--- config.mk ---
export PLATFORM = sky130hd
export DESIGN_NAME = irq_flag_unit
export DESIGN_NICKNAME = d
export VERILOG_FILES = /design/src/rtl/irq_flag_pkg.sv /design/src/rtl/irq_flag_bank.sv /design/src/rtl/irq_merge.sv /design/src/rtl/irq_flag_unit.sv
export SDC_FILE = /design/constraint.sdc
export NUM_CORES = 1
export LEC_CHECK = 0
export CAP_MARGIN = 20
export CORE_MARGIN = 4
export CORE_UTILIZATION = 41
export CTS_BUF_LIST = sky130_fd_sc_hd__clkbuf_8
export CTS_CLUSTER_DIAMETER = 50
export DETAILED_ROUTE_END_ITERATION = 10
export GPL_TIMING_DRIVEN = 0
export PLACE_DENSITY = 0.67
export SLEW_MARGIN = 20
export SYNTH_ARGS = -nofsm -noshare
export SYNTH_HDL_FRONTEND = slang
export SYNTH_SLANG_ARGS = --single-unit
--- constraint.sdc ---
create_clock -name clk -period 1.85 [get_ports clk]
set_clock_uncertainty 0.05 [all_clocks]
set_input_delay 0.2775 -clock clk [delete_from_list [all_inputs] [get_ports clk]]
set_output_delay 0.2775 -clock clk [all_outputs]
set_load 0.03 [all_outputs]
--- src/rtl/irq_flag_pkg.sv ---
package irq_flag_pkg;

    localparam int NBUF_DEF = 16;
    localparam int DW_DEF   = 16;
    localparam int AW       = 3;
    localparam int NGLOB    = 3;

    typedef enum logic [AW-1:0] {
        A_BFLAG = 3'd0,
        A_BMASK = 3'd1,
        A_STAT  = 3'd2,
        A_CTRL  = 3'd3,
        A_CFG   = 3'd4
    } reg_addr_e;

    typedef struct packed {
        logic wake;
        logic err;
        logic busoff;
    } glob_vec_t;

    function automatic logic addr_hit(input logic [AW-1:0] a, input reg_addr_e r);
        return a == r;
    endfunction

endpackage

--- src/rtl/irq_flag_bank.sv ---
module irq_flag_bank #(
    parameter int W = 16
) (
    input  logic         clk,
    input  logic         rst,
    input  logic [W-1:0] evt,
    input  logic         rd_hit,
    input  logic         wr_hit,
    input  logic [W-1:0] wdata,
    output logic [W-1:0] flags,
    output logic [W-1:0] armed
);
    for (genvar i = 0; i < W; i++) begin : g_bit
        logic clr;
        assign clr = wr_hit && wdata[i] && armed[i];

        always_ff @(posedge clk) begin
            if (rst) begin
                flags[i] <= 1'b0;
                armed[i] <= 1'b0;
            end else begin
                flags[i] <= evt[i] | (flags[i] & ~clr);
                if (evt[i] || clr)
                    armed[i] <= 1'b0;
                else if (rd_hit && flags[i])
                    armed[i] <= 1'b1;
            end
        end
    end
endmodule

--- src/rtl/irq_merge.sv ---
module irq_merge #(
    parameter int W = 16
) (
    input  logic [W-1:0] flags,
    input  logic [W-1:0] mask,
    output logic         irq
);
    assign irq = |(flags & mask);
endmodule

--- src/rtl/irq_flag_unit.sv ---
module irq_flag_unit
    import irq_flag_pkg::*;
#(
    parameter int NBUF = NBUF_DEF,
    parameter int DW   = DW_DEF
) (
    input  logic            clk,
    input  logic            rst,
    input  logic [AW-1:0]   bus_addr,
    input  logic            bus_rd,
    input  logic            bus_wr,
    input  logic [DW-1:0]   bus_wdata,
    output logic [DW-1:0]   bus_rdata,
    input  logic [NBUF-1:0] buf_evt,
    input  logic            busoff_evt,
    input  logic            err_evt,
    input  logic            wake_evt,
    output logic            irq
);
    logic [NBUF-1:0]  bflag, barm, bmask;
    logic [NGLOB-1:0] gflag, garm, gmask;
    logic [1:0]       ctrl_q;
    logic             cfg_q;
    glob_vec_t        gevt;
    logic             buf_irq, glob_irq;

    assign gevt.busoff = busoff_evt;
    assign gevt.err    = err_evt;
    assign gevt.wake   = wake_evt;

    irq_flag_bank #(.W(NBUF)) u_buf (
        .clk(clk), .rst(rst), .evt(buf_evt),
        .rd_hit(bus_rd && addr_hit(bus_addr, A_BFLAG)),
        .wr_hit(bus_wr && addr_hit(bus_addr, A_BFLAG)),
        .wdata(bus_wdata[NBUF-1:0]), .flags(bflag), .armed(barm)
    );

    irq_flag_bank #(.W(NGLOB)) u_glob (
        .clk(clk), .rst(rst), .evt(gevt),
        .rd_hit(bus_rd && addr_hit(bus_addr, A_STAT)),
        .wr_hit(bus_wr && addr_hit(bus_addr, A_STAT)),
        .wdata(bus_wdata[NGLOB-1:0]), .flags(gflag), .armed(garm)
    );

    always_ff @(posedge clk) begin
        if (rst) begin
            bmask  <= '0;
            ctrl_q <= '0;
            cfg_q  <= 1'b0;
        end else if (bus_wr) begin
            if (addr_hit(bus_addr, A_BMASK)) bmask  <= bus_wdata[NBUF-1:0];
            if (addr_hit(bus_addr, A_CTRL))  ctrl_q <= bus_wdata[1:0];
            if (addr_hit(bus_addr, A_CFG))   cfg_q  <= bus_wdata[0];
        end
    end

    assign gmask = {cfg_q, ctrl_q};

    always_comb begin
        bus_rdata = '0;
        case (bus_addr)
            A_BFLAG: bus_rdata[NBUF-1:0]  = bflag;
            A_BMASK: bus_rdata[NBUF-1:0]  = bmask;
            A_STAT:  bus_rdata[NGLOB-1:0] = gflag;
            A_CTRL:  bus_rdata[1:0]       = ctrl_q;
            A_CFG:   bus_rdata[0]         = cfg_q;
            default: bus_rdata = '0;
        endcase
    end

    irq_merge #(.W(NBUF))  u_bmrg (.flags(bflag), .mask(bmask), .irq(buf_irq));
    irq_merge #(.W(NGLOB)) u_gmrg (.flags(gflag), .mask(gmask), .irq(glob_irq));

    assign irq = buf_irq | glob_irq;
endmodule

==> results_dict.tcl <==
set metrics [dict create \
    ys.flop_type "dfxtp_1" \
    grt_pass1_wl_mm 11.2 \
    slew_headroom_pct 45.6 \
    synth_area_um2 2610 \
    die_x_um 87.8 \
    crit_top_cell "buf_2" \
    gr-usage-all-layers_pct 19.6 \
    fin_crit_ps 1810 \
    layout-drive-gt1-share_pct 19.9 \
    first_pass_iters 4 \
    path_clk_slew_ps 70 \
    crit_path_cell_trace "buf_2 > buf_6 > or2_2 > clkbuf_8 > nor2_1 > buf_2" \
    yosys_warnings 0 \
    hp-class "primary input to flip-flop" \
    postCtsHoldBufs 0 \
    rows 28 \
    totalPowerFinal_w 0.00278 \
    setup_viol 0 \
    antennaDiodeCount 0 \
    dieArea_um2 7710 \
    area_delta_synth_final_pct 32.1 \
    timing_worst_setup_path_type "primary input to output pin" \
    synth_nets 344 \
    ir_drop_mv 0.456 \
    max_stage_delay_ps 350 \
    multiInputGateArea_um2 1390 \
    wirelength_mm 7.12 \
    start_util_pct 43.1 \
    coreArea_um2 6060 \
    p_leak_nw 1.44 \
    num_io_pins 59 \
    cts_buffer_depth 2 \
    finalHoldViolCount 0 \
    ys_seq_elements 57 \
    timing.final.max_slew_violations 0 \
    portBuffers 56 \
    grt_max_degree 11 \
    maxCapViolations 0 \
    synth_cell_type_count 31 \
    ys_async_sr_fraction_pct 0 \
    grt_pass1_vias 2169 \
    dp_hpwl_mm 5.03 \
    synth_top_area_share_pct 43.7 \
    path_buf_inv 4 \
    synth_area_leaders "dfxtp_1 44%, a21oi_1 7.5%, nand2_1 7.5%" \
    cts_buffers 9 \
    ant_nets 0 \
    gp_congestion 0.841 \
    grt_overflow 0 \
    antenna_found_initial 0 \
    dieHeight_um 87.8 \
    synth_edf_count 0 \
    powerDensity_nw_per_um2 805 \
    startpoint_type "primary input" \
    clock.fmax_mhz 552 \
    nFillCells 581 \
    wire_per_inst_um 15.8 \
    end_kind "output pin" \
    crit_family "buffers and inverters" \
    vias 2363 \
    numClockSinks 57 \
    postSynthAreaPerCell_um2 8.64 \
    tightest_slew_ps 816 \
    cpMaxStageDelayCell "or2_2" \
    drtIter0Drc 133 \
    path_max_fanout 10 \
    status "complete, no violations" \
    final-seq-area_um2 1140 \
    worst_ep_arrival_time_ps 1480 \
    synthCells 302 \
    yosys.area.top_type "dfxtp_1" \
    synthTopCellsByCount "57 x dfxtp_1, 52 x nand2_1, 39 x a21oi_1, 38 x nor2_1, 17 x mux2i_1" \
    instances_no_fill 451 \
    drc 0 \
    nNetsFinal 413 \
    cp.required_ps 1520 \
    clockRootBuffer "clkbuf_8" \
    yosysMostFrequentCell "dfxtp_1" \
    cts_tree "built" \
    clk_latency_ps 340 \
    grt_setup_unrepaired "yes" \
    dp.cells 433 \
    period_share_pct 97.9 \
    ys_seq_area_share_pct 43.7 \
    htreeDepth 3 \
    via_per_inst 5.24 \
]
[final timing paths]
path              slack, ps  cells past startpoint              end            start
setup / recovery         40                      6     bus_rdata[9]      bus_addr[1]
hold / removal          380                      2         bmask[0]              rst
setup reg to reg        990                      2  u_glob.armed[2]  u_glob.flags[2]
hold reg to reg         430                      2         bmask[8]         bmask[8]
[layout make-up]
| type | instances | share of cell area (%) |
|---|---|---|
| clock buffers | 13 | 5.19 |
| multi-input cells | 228 | 40.2 |
| clock inverters | 3 | 0.399 |
| inverters | 1 | 0.109 |
| plain buffers | 16 | 3.34 |
| repair buffers | 58 | 14.8 |
| well taps | 75 | 2.72 |
| flip-flops and latches | 57 | 33.2 |
[per-layer routing]
metal	vias to the layer above	global-route usage, %	wire length [um]
met3	13	4.89	455
met5	-	0	0
met4	0	8.51	144
met2	73	29.5	3250
met1	1079	26.6	3270
li1	1198	-	-
[cell families (layout without fill, tap and decap cells)]
| group | Yosys count | after routing | share of synthesized area (%) |
|---|---|---|---|
| simple gates | 142 | 142 | 29.3 |
| mux | 19 | 19 | 7.81 |
| buf+inv | 17 | 91 | 3.64 |
| flops | 57 | 57 | 43.7 |
| compound gates | 67 | 67 | 15.5 |
[where the power goes]
part           switching (W)  internal (W)  total, W
sequential         0.0000428       0.00127   0.00131
clock               0.000502      0.000623   0.00113
combinational       0.000175      0.000162  0.000337
[registers in the layout, summed over array words and instances (netlist names)]
signal	count
u_glob.armed	3
u_buf.armed	16
u_glob.flags	3
bmask	16
cfg_q	1
u_buf.flags	16
ctrl_q	2
[through the flow]
step                      utilization (%)  TNS (ps)  hold WS, ps  setup WS (ps)  instance area [um^2]
after floorplan                         -         0          298            134                  2610
after global placement               53.9    -26670          408          -1070                  3260
after detailed placement             53.9    -26900          412          -1050                  3260
after CTS                            56.4         0          369           12.3                  3420
after global routing                 56.9      -115          402           -109                  3450
final                                56.9         0          382           39.5                  3450
[what timing repair did]
action / in CTS / in global routing
buffers inserted: 0 / 2
setup endpoints to repair: 28 / 20
pin swaps: 1 / 0
resized for setup: 88 / 15
[layout by cell type, fill, tap and decap left out, types with 12 or more instances in the layout]
cell type	count
a21o_1	16
a21oi_1	39
buf_2	12
clkbuf_8	14
clkdlybuf4s50_1	37
dfxtp_1	54
mux2i_1	17
nand2_1	52
nor2_1	37
[worst reg2reg max path, stage by stage, from the launching register on]
cell and delay (ps):
dfxtp_1 390, a21oi_1 90, nor4b_1 240
Note: power is estimated with default switching activity, not from simulation.
